### src/rtl/pwrdn_seq_pkg.sv
package pwrdn_seq_pkg;

   // One-hot controller states
   typedef enum logic [3:0] {
      ST_RUN   = 4'b0001,
      ST_ENTER = 4'b0010,
      ST_PDN   = 4'b0100,
      ST_EXIT  = 4'b1000
   } pd_state_e;

endpackage

### src/rtl/pd_rst_meter.sv
module pd_rst_meter #(
   parameter int RST_RUN_MIN   = 5,
   parameter int RST_STOP_BASE = 1000,
   parameter int SETTLE_CYC    = 2000
) (
   input  logic clk,
   input  logic arst_n,
   input  logic armed,
   input  logic ext_rst_n,
   input  logic clk_stop,
   output logic rst_exit
);
   localparam int STOP_MIN = RST_STOP_BASE + SETTLE_CYC;
   localparam int CW       = $clog2(STOP_MIN + 1);
   localparam logic [CW-1:0] STOP_THR = CW'(STOP_MIN);
   localparam logic [CW-1:0] RUN_THR  = CW'(RST_RUN_MIN);

   initial begin
      assert (RST_RUN_MIN >= 1) else $error("RST_RUN_MIN must be at least 1");
      assert (RST_RUN_MIN <= STOP_MIN) else $error("running threshold exceeds stopped threshold");
   end

   logic [CW-1:0] low_cnt;
   logic          rst_q;
   logic          rise;
   logic [CW-1:0] thr;

   assign thr      = clk_stop ? STOP_THR : RUN_THR;
   assign rise     = ext_rst_n & ~rst_q;
   assign rst_exit = armed & rise & (low_cnt >= thr);

   always_ff @(posedge clk or negedge arst_n) begin
      if (!arst_n) begin
         low_cnt <= '0;
         rst_q   <= 1'b1;
      end else begin
         rst_q <= ext_rst_n;
         if (!armed || rise)
            low_cnt <= '0;
         else if (!ext_rst_n && low_cnt != STOP_THR)
            low_cnt <= low_cnt + 1'b1;
      end
   end

   // the measurement is cleared after every rising edge
   p_clear_on_rise_r7: assert property (@(posedge clk) disable iff (!arst_n)
      (armed && rise) |=> (low_cnt == '0));

   // an accepted pulse was long enough for the mode
   p_exit_long_enough_r6: assert property (@(posedge clk) disable iff (!arst_n)
      rst_exit |-> (clk_stop ? (low_cnt >= STOP_THR) : (low_cnt >= RUN_THR)));

endmodule

### src/rtl/pd_seq_fsm.sv
module pd_seq_fsm
   import pwrdn_seq_pkg::*;
#(
   parameter int EXIT_CYC = 4
) (
   input  logic clk,
   input  logic arst_n,
   input  logic pd_req,
   input  logic pin_wake,
   input  logic sw_rst_req,
   input  logic clk_stop,
   input  logic ctx_keep,
   input  logic rst_exit,
   output logic armed,
   output logic running,
   output logic latch_en,
   output logic discard,
   output logic core_halt,
   output logic pd_ack,
   output logic core_rst
);
   localparam int ECW = (EXIT_CYC > 1) ? $clog2(EXIT_CYC) : 1;
   localparam logic [ECW-1:0] ELAST = ECW'(EXIT_CYC - 1);

   initial begin
      assert (EXIT_CYC >= 1) else $error("EXIT_CYC must be at least 1");
   end

   pd_state_e      state, state_nx;
   logic [ECW-1:0] ecnt;
   logic           full_q;
   logic           go_exit;
   logic           full_nx;
   logic           sw_ok;

   assign sw_ok = sw_rst_req & ~clk_stop;

   always_comb begin
      go_exit = 1'b0;
      full_nx = 1'b0;
      if (rst_exit) begin
         go_exit = 1'b1;
         full_nx = 1'b1;
      end else if (sw_ok) begin
         go_exit = 1'b1;
         full_nx = 1'b1;
      end else if (pin_wake) begin
         go_exit = 1'b1;
         full_nx = ~ctx_keep;
      end
   end

   always_comb begin
      state_nx = state;
      unique case (state)
         ST_RUN:   if (pd_req) state_nx = ST_ENTER;
         ST_ENTER: state_nx = ST_PDN;
         ST_PDN:   if (go_exit) state_nx = ST_EXIT;
         ST_EXIT:  if (ecnt == ELAST) state_nx = ST_RUN;
         default:  state_nx = ST_RUN;
      endcase
   end

   always_ff @(posedge clk or negedge arst_n) begin
      if (!arst_n) begin
         state  <= ST_RUN;
         ecnt   <= '0;
         full_q <= 1'b0;
      end else begin
         state <= state_nx;
         if (state == ST_PDN && go_exit) begin
            ecnt   <= '0;
            full_q <= full_nx;
         end else if (state == ST_EXIT) begin
            ecnt <= ecnt + 1'b1;
         end
      end
   end

   assign armed     = (state == ST_PDN);
   assign running   = (state == ST_RUN);
   assign core_halt = ~running;
   assign pd_ack    = (state == ST_PDN);
   assign core_rst  = (state == ST_EXIT) & full_q;
   assign latch_en  = (state == ST_ENTER) | (state == ST_PDN) |
                      ((state == ST_EXIT) & ~full_q);
   assign discard   = armed & go_exit & full_nx;

   p_state_onehot: assert property (@(posedge clk) disable iff (!arst_n)
      $countones(state) == 1);

   // the acknowledge follows an already applied halt
   p_ack_after_halt_r2: assert property (@(posedge clk) disable iff (!arst_n)
      $rose(pd_ack) |-> $past(core_halt));

   // the halt is held while the acknowledge drops
   p_halt_through_exit_r3: assert property (@(posedge clk) disable iff (!arst_n)
      $fell(pd_ack) |-> core_halt);

   // the core reset only appears while the core is halted
   p_rst_only_halted_r4: assert property (@(posedge clk) disable iff (!arst_n)
      core_rst |-> (core_halt && !pd_ack));

   // a software reset with a stopped clock leaves powerdown untouched
   p_sw_refused_r8: assert property (@(posedge clk) disable iff (!arst_n)
      (pd_ack && sw_rst_req && clk_stop && !pin_wake && !rst_exit) |=> pd_ack);

endmodule

### src/rtl/pd_irq_hold.sv
module pd_irq_hold #(
   parameter int IRQ_W = 4
) (
   input  logic             clk,
   input  logic             arst_n,
   input  logic             latch_en,
   input  logic             running,
   input  logic             discard,
   input  logic [IRQ_W-1:0] irq_in,
   output logic [IRQ_W-1:0] irq_out
);
   initial begin
      assert (IRQ_W >= 1) else $error("IRQ_W must be at least 1");
   end

   logic [IRQ_W-1:0] pend;

   for (genvar i = 0; i < IRQ_W; i++) begin : g_line
      always_ff @(posedge clk or negedge arst_n) begin
         if (!arst_n)
            pend[i] <= 1'b0;
         else if (discard)
            pend[i] <= 1'b0;
         else if (latch_en)
            pend[i] <= pend[i] | irq_in[i];
         else
            pend[i] <= 1'b0;
      end
      assign irq_out[i] = running & (pend[i] | irq_in[i]);

      // an event seen while latching is held unless discarded
      p_latch_r9: assert property (@(posedge clk) disable iff (!arst_n)
         (latch_en && irq_in[i] && !discard) |=> pend[i]);

      // a discard leaves nothing pending
      p_discard_r10: assert property (@(posedge clk) disable iff (!arst_n)
         discard |=> !pend[i]);
   end

endmodule

### src/rtl/pwrdn_seq_ctrl.sv
module pwrdn_seq_ctrl #(
   parameter int IRQ_W         = 4,
   parameter int RST_RUN_MIN   = 5,
   parameter int RST_STOP_BASE = 1000,
   parameter int SETTLE_CYC    = 2000,
   parameter int EXIT_CYC      = 4
) (
   input  logic             clk,
   input  logic             arst_n,
   input  logic             pd_req,
   input  logic             pin_wake,
   input  logic             ext_rst_n,
   input  logic             sw_rst_req,
   input  logic             clk_stop,
   input  logic             ctx_keep,
   input  logic [IRQ_W-1:0] irq_in,
   output logic [IRQ_W-1:0] irq_out,
   output logic             core_halt,
   output logic             pd_ack,
   output logic             core_rst
);
   logic armed, running, latch_en, discard, rst_exit;

   pd_rst_meter #(
      .RST_RUN_MIN  (RST_RUN_MIN),
      .RST_STOP_BASE(RST_STOP_BASE),
      .SETTLE_CYC   (SETTLE_CYC)
   ) u_meter (
      .clk      (clk),
      .arst_n   (arst_n),
      .armed    (armed),
      .ext_rst_n(ext_rst_n),
      .clk_stop (clk_stop),
      .rst_exit (rst_exit)
   );

   pd_seq_fsm #(
      .EXIT_CYC(EXIT_CYC)
   ) u_fsm (
      .clk       (clk),
      .arst_n    (arst_n),
      .pd_req    (pd_req),
      .pin_wake  (pin_wake),
      .sw_rst_req(sw_rst_req),
      .clk_stop  (clk_stop),
      .ctx_keep  (ctx_keep),
      .rst_exit  (rst_exit),
      .armed     (armed),
      .running   (running),
      .latch_en  (latch_en),
      .discard   (discard),
      .core_halt (core_halt),
      .pd_ack    (pd_ack),
      .core_rst  (core_rst)
   );

   pd_irq_hold #(
      .IRQ_W(IRQ_W)
   ) u_irq (
      .clk     (clk),
      .arst_n  (arst_n),
      .latch_en(latch_en),
      .running (running),
      .discard (discard),
      .irq_in  (irq_in),
      .irq_out (irq_out)
   );

   // a running core is never held in reset or acknowledged as down
   p_run_quiet_r1: assert property (@(posedge clk) disable iff (!arst_n)
      !core_halt |-> (!pd_ack && !core_rst));

endmodule

### config.mk
export PLATFORM = sky130hd
export DESIGN_NAME = pwrdn_seq_ctrl
export DESIGN_NICKNAME = d
export VERILOG_FILES = /design/src/rtl/pwrdn_seq_pkg.sv /design/src/rtl/pd_rst_meter.sv /design/src/rtl/pd_seq_fsm.sv /design/src/rtl/pd_irq_hold.sv /design/src/rtl/pwrdn_seq_ctrl.sv
export SDC_FILE = /design/constraint.sdc
export NUM_CORES = 1
export LEC_CHECK = 0
export BUFFER_PORTS_ARGS = -buffer_cell sky130_fd_sc_hd__buf_4
export CORE_ASPECT_RATIO = 1.2
export CORE_UTILIZATION = 42
export DETAILED_ROUTE_END_ITERATION = 8
export SLEW_MARGIN = 30
export SYNTH_ARGS = -nofsm -noshare
export SYNTH_HDL_FRONTEND = slang
export SYNTH_SLANG_ARGS = --single-unit
### constraint.sdc
create_clock -name clk -period 2.95 [get_ports clk]
set_clock_uncertainty 0.15 [all_clocks]
set_input_delay 0.1475 -clock clk [delete_from_list [all_inputs] [get_ports clk]]
set_output_delay 0.1475 -clock clk [all_outputs]
set_load 0.05 [all_outputs]
## After elaboration in Yosys (flattened, before gate mapping)

Cells that the tools add are included.

- Bitwise logic cells: 23
- Mux-type cells: 23
- Equal/unequal tests: 9
- Reduce and logical (&&, ||, !) cells: 8
- Add/subtract/negate cells: 2
- Magnitude comparators: 1

Operators by type and width:

| cell | count |
|---|---|
| $mux 12 | 3 |
| $pmux 4 s4 | 1 |
| $mux 1 | 14 |
| $add 12x1->12 const B | 1 |
| $and 1x1->1 | 12 |
| $ge 12x12->1 | 1 |
| $mux 4 | 3 |
| $ne 12x12->1 const B | 1 |
| $or 1x1->1 | 6 |
| $not 1->1 | 5 |
| $eq 4x1->1 const B | 1 |
| $eq 4x2->1 const B | 1 |
| $eq 4x3->1 const B | 1 |
| $eq 4x4->1 const B | 1 |
| $mux 2 | 2 |
| $ne 2x2->1 const B | 2 |
| $reduce_bool 2->1 | 2 |
| $reduce_and 3->1 | 1 |
| $add 2x1->2 const B | 1 |
| $eq 2x2->1 const B | 1 |
| $logic_and 1x1->1 | 2 |
| $logic_not 1->1 | 2 |
| $ne 2x1->1 const B | 1 |
| $logic_or 1x1->1 | 1 |

- Logic and storage cells: 75
- Output and inout bits: 7
- Bits in registers: 24

## Logic depth before layout (Yosys ltp)

Gate-level depths: netlist of run 1.

- Depth after elaboration: 8
- Gate-level depth with buffers: 7
- Gate-level depth less buffers: 7

## By module

A second synthesis of run 1 with hierarchy kept.

- Cell total of the unflattened synthesis: 164
- Area, all modules: 1,580.3 um2

By module, submodules not included:

| module | sequential area each (um2) | instances | cells each | area an instance (um2) |
|---|---|---|---|---|
| pd_rst_meter | 326.6 | 1 | 94 | 918.4 |
| pd_seq_fsm | 176.4 | 1 | 53 | 493.0 |
| pd_irq_hold | 100.1 | 1 | 17 | 168.9 |

## Worst setup path after synthesis of run 1

OpenSTA, ideal clock, no wires.

- Path type: register to output
- From: register u_fsm.state[2]
- To: output irq_out[0]
- Slack: 0.714 ns
- Cell stages (with the launch flop): 4
- Required time: 2.653 ns
- Data arrival time: 1.938 ns
- Cell sequence: dfrtp_1 -> nor2_1 -> nand3_1 -> nor2_1

- Cells in the longest elaborated chain, start to end: 2

Ends and longest elaborated chain:

| element | RTL line | RTL |
|---|---|---|
| start: declaration | pd_seq_fsm.sv:29 | `pd_state_e state, state_nx;` |
| start signal: assignment | pd_seq_fsm.sv:70 | `state <= state_nx;` |
| $eq 4x1->1 | pd_seq_fsm.sv:81 | `assign running = (state == ST_RUN);` |
| $and 1x1->1 | pd_irq_hold.sv:29 | `assign irq_out[i] = running & (pend[i] \| irq_in[i]);` |
| end: declaration | pwrdn_seq_ctrl.sv:17 | `output logic [IRQ_W-1:0] irq_out,` |

No other way between the ends.

## Worst setup path after layout of run 1

- From: register u_fsm.state[1]
- To: output core_rst

- Cells in the longest elaborated chain, start to end: 2

Ends and longest elaborated chain:

| element | RTL line | RTL |
|---|---|---|
| $eq 4x4->1 | pd_seq_fsm.sv:84 | `assign core_rst = (state == ST_EXIT) & full_q;` |
| $and 1x1->1 | pd_seq_fsm.sv:84 |  |
| end: declaration | pwrdn_seq_ctrl.sv:20 | `output logic core_rst` |

No other way between the ends.

==> results of run 1 <==
## path summary, 6_finish.rpt
kind / start / to / cells after the start
max: u_fsm.state[1] / core_rst / 3
max reg2reg: u_meter.low_cnt[5] / u_fsm.state[3] / 6
min: ctx_keep / u_fsm.full_q / 4
max in group asynchronous: arst_n / u_fsm.state[0] / 2
min reg2reg: u_irq.pend[1] / u_irq.pend[1] / 2
min in group asynchronous: arst_n / u_fsm.state[1] / 2
## power breakdown
| part | total [mW] | internal (mW) | switching, mW |
|---|---|---|---|
| Sequential | 0.423 | 0.379 | 0.0441 |
| Clock | 0.151 | 0.0528 | 0.0981 |
| Combinational | 0.380 | 0.132 | 0.248 |
## kinds of logic (layout without fill, tap and decap cells)
logic type,after synthesis,in the layout,share of synthesized area [%]
buffers and inverters,8,37,2.69
adder cells (fa/ha/maj),12,12,10.4
XOR/XNOR,8,8,4.86
flip-flops,24,24,41.8
multiplexers,1,1,0.694
AO/OA/AOI/OAI,27,27,13.2
AND/OR/NAND/NOR,70,70,26.4
## registers in the layout (all words and copies together), names as in the netlist
register         count
u_meter.low_cnt     12
u_fsm.full_q         1
u_meter.rst_q        1
u_fsm.ecnt           2
u_fsm.state          4
u_irq.pend           4
## placed cells by master (no fill, tap or decap), types with 3 or more instances in the layout
| master | n |
|---|---|
| nor2_1 | 28 |
| inv_1 | 6 |
| a21oi_1 | 6 |
| o31ai_1 | 4 |
| nor3b_1 | 4 |
| or3_1 | 3 |
| nand2_1 | 9 |
| xor2_1 | 7 |
| o21ai_0 | 7 |
| clkbuf_4 | 3 |
| dlygate4sd3_1 | 8 |
| nand4b_1 | 3 |
| nand3_1 | 3 |
| nand4_1 | 3 |
| buf_4 | 18 |
| ha_1 | 12 |
| dfrtp_1 | 22 |
## worst reg2reg max path, cell delays in order (launching register included)
cell	delay, ns
dfrtp_1	0.45
ha_1	0.31
a2111oi_0	0.36
nor3_1	0.15
a211oi_4	0.32
nor2_2	0.10
a221o_1	0.27
## metrics by stage
step	util [%]	cell area [sq um]	cells	hold slack, ns
2_1_floorplan	-	1440	150	-0.298
6_report	54.3	1720	215	0.0395
3_3_place_gp	50.9	1610	203	-0.0897
4_1_cts	54.3	1720	215	0.0327
3_5_place_dp	50.9	1610	203	-0.0842
5_1_grt	54.3	1720	215	0.0578
## per-layer routing
layer  vias to the layer above  GRT usage, %
met3                         4          2.54
met1                       587          20.8
li1                        595             -
met2                        26          35.2
met5                         -             0
met4                         0          6.56
## cell type report
class,instances,area [sq um]
sequential,24,603
timing repair buffer,26,215
fill,295,1450
tap,36,45.0
clock buffer,4,26.3
multi-input combinational,118,801
inverter,7,27.5
==> results.cfg, run 1 <==
[yosys]
yosys_warnings = 0
yosys.area.top_type_share_pct = 38.2
async_reset_ff_share_pct = 100
synth_commonest_cells = nor2_1, dfrtp_1, ha_1, nand2_1
synth_edf_count = 0
synth_cell_types = 42
synth-seq-cells = 24
synth_most_common_cell = nor2_1
netlist_instances = 150
avgSynthCellArea_sq_um = 9.62
synth.area.top_cells = dfrtp_1, ha_1, nor2_1
yosys_most_used_dff = dfrtp_1
synth_top_cell_by_area = dfrtp_1
synth-seq-area-share_pct = 41.8
synth_nets = 174
syn_area_sq_mm = 0.00144

[floorplanning]
rows = 22
initial_core_util_pct = 45.6
die_area_sq_mm = 0.00367
die_w_um = 55.5
dieHeight_um = 66.2
core_area_sq_mm = 0.00317
ios = 19

[cells_and_area]
drive_gt1_share_pct = 16.8
area_growth_pct = 19.1
antenna_cells = 0
nNetsFinal = 204

[sta]
hold_viol = 0
finalCriticalPeriod_ns = 2.24
rsz0062_at_grt = false
finalSetupTns_ns = 0
finalSetupViolCount = 0
period_share_pct = 76.1
max-slew-margin-rel_pct = 44.6
tightest_slew_ns = 0.820
setup_ws_ns = 0.706
fmax_ghz = 0.446
drv_slew = 0

[worst_setup_path]
path_buf_inv = 1
crit_slowest_cell = nor4b_1
rrSetupSlack_ns = 0.75
path_cells = nor4b_1, and2_1, buf_4
crit_type = register to primary output
cp.arrival_ns = 1.95
worstSetupEndpointType = primary output
worstPathRequired_ns = 2.65
max_stage_delay_ns = 0.75
crit_fanout = 6
crit_family = simple AND/OR/NAND/NOR gates
start_kind = register

[drt]
wl_met2_um = 1590
viasPerCell = 5.64
drc = 0
wl_per_cell_um = 14.1
wl_met1_um = 1330
highest_layer = met4
detail-route-antenna-nets = 0
drt_pass1_iterations = 4
drt-total-wl_um = 3040
drt_iter0_markers = 42
met3_length_um = 87
vias = 1212

[power]
ir_drop_mv = 0.419
p_per_area_mw_per_mm2 = 555
p_leak_nw = 0.781
p_total_uw = 954

[global_routing]
overflow = 0
grt_pass1_vias = 1230
grtUsageTotal_pct = 18.4
grt_pass1_wl_um = 5400
grt_start_max_net_pins = 25
antenna_found_initial = 0

[clock_tree]
clk_pin_slew_worst_paths_ns = 0.14
clk_latency_ns = 0.32
cts_root_buf = clkbuf_4
cts_setup_buffers = 0
cts_tree = done
cts_sinks = 24
cts_resized = 0
htree_num_levels = 1
cts_hold_buf = 8
cts_buffers = 3
cts_max_path_buffers = 2

[placed_design]
place_congestion = 0.878
dp_slack_ns = 0.675
hpwlAfterDp_um = 2270
port_buffers = 18

[flow_run]
drv_cap = 0

[min_path]
worstHoldPathType = input pin to register

[outcome]
status = finished, final reports clean
(Power assumes the default switching activity.)
==> inputs of run 2 (changes only) <==
==> constraint.sdc (replaced) <==
create_clock -name clk -period 1.8 [get_ports clk]
set_clock_uncertainty 0.15 [all_clocks]
set_input_delay 0.09 -clock clk [delete_from_list [all_inputs] [get_ports clk]]
set_output_delay 0.09 -clock clk [all_outputs]
set_load 0.05 [all_outputs]
==> run 2 against run 1 <==
Effect of this change: the run now ends with negative setup slack left; power up 110%; design area grew 36%; cell count rose by 17%; first-iteration DRC count increased by 7.1%; sequential power grew 57%; worst hold slack got worse by 0.010 ns; sequential cell count did not move; sequential share of layout area fell by 9.2 points; via count up 8.6%; die area is the same; critical endpoint is now u_fsm.state[3].
==> results.cfg, run 2 (same netlist as run 1, synthesis figures left out) <==
[sta]
finalCriticalPeriod_ns = 2.05
hold_viol = 0
finalSetupViolCount = 26
drv_slew = 0
rsz0062_at_grt = true
holdWs_ns = 0.0292
period_share_pct = 114
max-slew-margin-rel_pct = 65.0
tightest_slew_ns = 0.520
fmax_ghz = 0.489
setup_ws_ns = -0.246

[drt]
drt-total-wl_um = 3610
drt_iter0_markers = 45
drc = 0
detail-route-antenna-nets = 0
wl_per_cell_um = 14.3
vias = 1316
drt_pass1_iterations = 4
viasPerCell = 5.22

[clock_tree]
cts_max_path_buffers = 2
cts_tree = done
cts_sinks = 24
cts_buffers = 3
clk_latency_ns = 0.32
htree_num_levels = 1
cts_root_buf = clkbuf_4
clk_pin_slew_worst_paths_ns = 0.14

[outcome]
violations = negative setup slack
status = complete, but fails checks

[worst_setup_path]
crit_slowest_cell = dfrtp_1
start_kind = register
worstSetupEndpointType = register
timing.critical_path.mode_cell = a211o_1
path_cells = ha_4, a211o_1, a211o_1, a211oi_4, nor2_2, a221o_1
crit_type = register to register
worstPathRequired_ns = 1.87
max_stage_delay_ns = 0.44
crit-reg2reg-launch = u_meter.low_cnt[9]
cp.arrival_ns = 2.11
reg2reg_depth = 6
r2r_end = u_fsm.state[3]
rrSetupSlack_ns = -0.25
crit_fanout = 4
crit_family = compound AO/OA/AOI/OAI gates
path_buf_inv = 0

[global_routing]
antenna_found_initial = 0
grtUsageTotal_pct = 19.6
grt_start_max_net_pins = 25
grt_pass1_wl_um = 5610
overflow = 0
grt_pass1_vias = 1285

[power]
ir_drop_mv = 1.02
p_leak_nw = 1.03
p_per_area_mw_per_mm2 = 878
p_total_mw = 2.05

[cells_and_area]
stdcell_count = 252
antenna_cells = 0
drive_gt1_share_pct = 45.4
final_common_cell = buf_4
area_growth_pct = 61.7
top_register = u_meter.low_cnt
nNetsFinal = 241
largest_reg_flops = 12
layout_common_cells = buf_4, dfrtp_1, nor2_1
top_regs = u_meter.low_cnt (12), u_fsm.state (4), u_irq.pend (4)

[floorplanning]
die_area_sq_mm = 0.00367
die_w_um = 55.5
core_area_sq_mm = 0.00317
rows = 22
ios = 19
dieHeight_um = 66.2
initial_core_util_pct = 45.6

[placed_design]
hpwlAfterDp_um = 2400
port_buffers = 18
placedCellCount = 227
place_congestion = 0.815

[flow_run]
drv_cap = 0

[min_path]
worstHoldPathType = input pin to async pin
-- run 2: cell types whose count changed in the layout (fill, tap and decap cells not counted), moves of 3 or more --
| cell | previous run | this run |
|---|---|---|
| buf_8 | 0 | 6 |
| nor2_2 | 1 | 4 |
| buf_6 | 0 | 7 |
| a21oi_1 | 6 | 3 |
| nor2_4 | 0 | 11 |
| nor2_1 | 28 | 14 |
| buf_4 | 18 | 41 |
-- run 2: area by class of cell --
type / instances / area, sq um
clock buffer: 3 / 22.5
clock inverter: 1 / 30.0
fill: 223 / 833
inverter: 7 / 31.3
multi-input combinational: 118 / 1020
sequential: 24 / 604
tap: 36 / 45.0
timing repair buffer: 63 / 577
-- run 2: report_power, final --
group / switching (mW) / internal (mW) / leakage, nW / total, mW
Clock: 0.175 / 0.225 / 0.0279 / 0.400
Combinational: 0.574 / 0.409 / 0.684 / 0.982
Sequential: 0.0451 / 0.620 / 0.318 / 0.665
Total: 0.793 / 1.25 / 1.03 / 2.05
-- run 2: stage by stage --
stage	setup TNS, ns	cell area [sq um]	setup slack [ns]	util (%)
floorplan	-0.968	1470	-0.275	-
global placement	-1.78	1830	-0.297	57.7
detailed placement	-1.85	1830	-0.319	57.7
CTS	-3.17	2060	-0.282	65.2
global route	-4.72	2330	-0.294	73.7
finish	-3.23	2330	-0.246	73.7
-- run 2: repair_timing --
action / 4_1_cts / 5_1_grt
hold endpoints to repair: 36 / 0
hold buffers: 8 / 0
pin swaps: 8 / 19
cloned: 0 / 0
setup buffers: 5 / 8
setup endpoints to repair: 18 / 27
resized for setup: 14 / 47
-- run 2: how the worst max path moves through the flow --
stage,start,endpoint,depth (start not counted)
floorplan,u_meter.low_cnt[9],u_fsm.state[3],6
global placement,u_meter.low_cnt[5],u_fsm.state[3],6
detailed placement,u_meter.low_cnt[9],u_fsm.state[3],6
CTS,u_meter.low_cnt[9],u_fsm.state[3],6
global route,u_meter.low_cnt[9],u_fsm.state[3],6
finish,u_meter.low_cnt[9],u_fsm.state[3],6
-- run 2: metal layers --
metal | vias up | global-route usage, % | part of all wire, %
met5 | - | 0 | 0
met1 | 624 | 22.5 | 41
met2 | 17 | 37.3 | 56
met4 | 0 | 7.50 | 1.0
met3 | 4 | 1.96 | 1.9
li1 | 671 | - | -
==> inputs of run 3 (changes only) <==
--- a/config.mk
+++ b/config.mk
@@ -5,9 +5,11 @@
 export SDC_FILE = /design/constraint.sdc
 export NUM_CORES = 1
 export LEC_CHECK = 0
+export ABC_AREA = 1
 export BUFFER_PORTS_ARGS = -buffer_cell sky130_fd_sc_hd__buf_4
 export CORE_ASPECT_RATIO = 1.2
 export CORE_UTILIZATION = 42
+export CTS_BUF_LIST = sky130_fd_sc_hd__clkbuf_8
 export DETAILED_ROUTE_END_ITERATION = 8
 export SLEW_MARGIN = 30
 export SYNTH_ARGS = -nofsm -noshare
==> run 3 against run 2 <==
Effect of this change: the run now ends clean; setup slack better by 0.28 ns; design area fell by 1.9%; count of clock-buffer cells in the layout is 1 higher; critical path depth down 1; global-route usage is 0.47 points higher; critical path type is now register to primary output.
==> results.cfg, run 3 <==
[sta]
holdWs_ns = 0.0493
finalSetupViolCount = 0
finalSetupTns_ns = 0
tightest_slew_ns = 0.419
finalCriticalPeriod_ns = 1.76
setup_ws_ns = 0.0358
hold_viol = 0
rsz0062_at_grt = true
drv_slew = 0
max-slew-margin-rel_pct = 72.0
fmax_ghz = 0.567
period_share_pct = 98.0

[outcome]
status = finished, final reports clean

[cells_and_area]
area_growth_pct = 35.2
final_common_cell = nand2_1
layout_common_cells = nand2_1, buf_4, inv_1
top_regs = u_meter.low_cnt (12), u_fsm.state (4), u_irq.pend (4)
largest_reg_flops = 12
top_register = u_meter.low_cnt
fillers = 350
final_util_pct = 61.0
drive_gt1_share_pct = 36.3
antenna_cells = 0
nNetsFinal = 295

[global_routing]
grt_start_max_net_pins = 25
grt_pass1_wl_um = 6420
grt_pass1_vias = 1465
grtUsageTotal_pct = 20.1
overflow = 0
antenna_found_initial = 0

[clock_tree]
cts_buffers = 3
clk_latency_ns = 0.28
clk_pin_slew_worst_paths_ns = 0.09
cts_root_buf = clkbuf_8
htree_num_levels = 1
cts_max_path_buffers = 2
cts_sinks = 24
cts_tree = done

[worst_setup_path]
rrSetupSlack_ns = 0.06
crit_slowest_cell = dfstp_2
crit_fanout = 6
start_kind = register
worstPathRequired_ns = 1.56
path_buf_inv = 3
max_stage_delay_ns = 0.55
cp.arrival_ns = 1.52
worstSetupEndpointType = primary output
crit_type = register to primary output
crit_family = flip-flops
path_cells = inv_2, nor4_4, inv_4, a21oi_4, buf_6

[floorplanning]
ios = 19
die_area_sq_mm = 0.00429
die_w_um = 60.0
initial_core_util_pct = 45.1
core_area_sq_mm = 0.00375
dieHeight_um = 71.5
rows = 24

[drt]
drc = 0
viasPerCell = 4.74
drt_pass1_iterations = 4
drt-total-wl_um = 3830
detail-route-antenna-nets = 0
wl_per_cell_um = 11.9
vias = 1526
drt_iter0_markers = 64

[yosys]
synth_most_common_cell = nand2_1
async_reset_ff_share_pct = 100
synth_commonest_cells = nand2_1, inv_1, dfrtp_1, nor2_1, a21oi_1
synth-seq-cells = 24
yosys_warnings = 0
synth_edf_count = 0
avgSynthCellArea_sq_um = 7.56
synth_xor_area_share_pct = 4.66
synth_nets = 248
synth-compound-area-share_pct = 10.3
syn_area_sq_mm = 0.00169
synth-seq-area-share_pct = 35.6
synth_top_family_by_area = simple AND/OR/NAND/NOR gates
netlist_instances = 224
muxShareOfSynthArea_pct = 0
yosys.area_share.simple_pct = 30.5
yosys_most_used_dff = dfrtp_1
synth_cell_types = 29
yosys.area.top_type_share_pct = 32.5
synth_top_cell_by_area = dfrtp_1
synthAdderAreaFrac_pct = 8.87
synth.area.top_cells = dfrtp_1, nand2_1, ha_1

[power]
ir_drop_mv = 0.357
p_per_area_mw_per_mm2 = 950
p_total_mw = 2.17
p_leak_nw = 1.15

[flow_run]
drv_cap = 0

[placed_design]
dp_slack_ns = -0.0248
port_buffers = 18
hpwlAfterDp_um = 2890
place_congestion = 0.857

[min_path]
worstHoldPathType = input pin to register
==> run 3: layout make-up <==
type | count | area [sq um] | share of cell area [%]
inverters | 41 | 161 | 7.05
multi-input cells | 158 | 1060 | 46.3
well taps | 52 | 65.1 | 2.84
flip-flops and latches | 24 | 603 | 26.4
clock buffers | 4 | 55.1 | 2.41
repair buffers | 43 | 345 | 15.1
==> run 3: path summary, 6_finish.rpt <==
path,from,to,cells after the start
min in group asynchronous,arst_n,u_fsm.state[1],2
hold reg to reg,u_fsm.full_q,u_fsm.full_q,2
setup reg to reg,u_meter.low_cnt[11],u_irq.pend[1],12
max in group asynchronous,arst_n,u_meter.rst_q,2
setup / recovery,u_fsm.state[0],irq_out[3],5
hold / removal,pin_wake,u_fsm.state[3],5
==> run 3: power by group <==
| part | leakage (nW) | internal (mW) | switching, mW | total [mW] |
|---|---|---|---|---|
| Sequential | 0.322 | 0.647 | 0.0711 | 0.718 |
| Clock | 0.0288 | 0.196 | 0.185 | 0.381 |
| Combinational | 0.800 | 0.409 | 0.666 | 1.07 |
==> run 3: logic make-up after synthesis <==
family | Yosys count
AOI/OAI and AO/OA | 27
xor gates and xnor gates | 9
adders and majority gates | 12
buffers and inverters | 42
DFF | 24
and+or+nand+nor | 110
==> run 3: metrics by stage <==
stage               area (sq um)  std cells
floorplan                   1740        224
CTS                         2190        319
detailed placement          2060        310
finish                      2290        322
global placement            2060        310
global route                2290        322
==> run 3: per-layer routing <==
layer | GRT usage, % | vias up | part of all wire, %
met5 | 0 | - | 0
met4 | 7.75 | 0 | 1.8
met3 | 2.17 | 5 | 2.2
met2 | 35.7 | 17 | 52
met1 | 24.3 | 701 | 44
li1 | - | 803 | -
==> run 3: timing repair <==
action | CTS | global route
endpoints found under the setup margin | 6 | 15
pin swaps | 1 | 6
gates resized for setup | 7 | 21
hold buffers | 3 | 0
hold endpoints to repair | 26 | 0
setup buffers | 2 | 3
==> run 3: worst register-to-register path: stages (launching register included) <==
cell	delay (ns)
dfrtp_1	0.42
ha_4	0.28
inv_2	0.02
nor2_1	0.07
nand2_1	0.07
nor2_1	0.09
nand2_1	0.06
nand3_1	0.09
nand2_2	0.09
nand2_4	0.10
nand3_4	0.10
nand2_1	0.08
inv_1	0.03
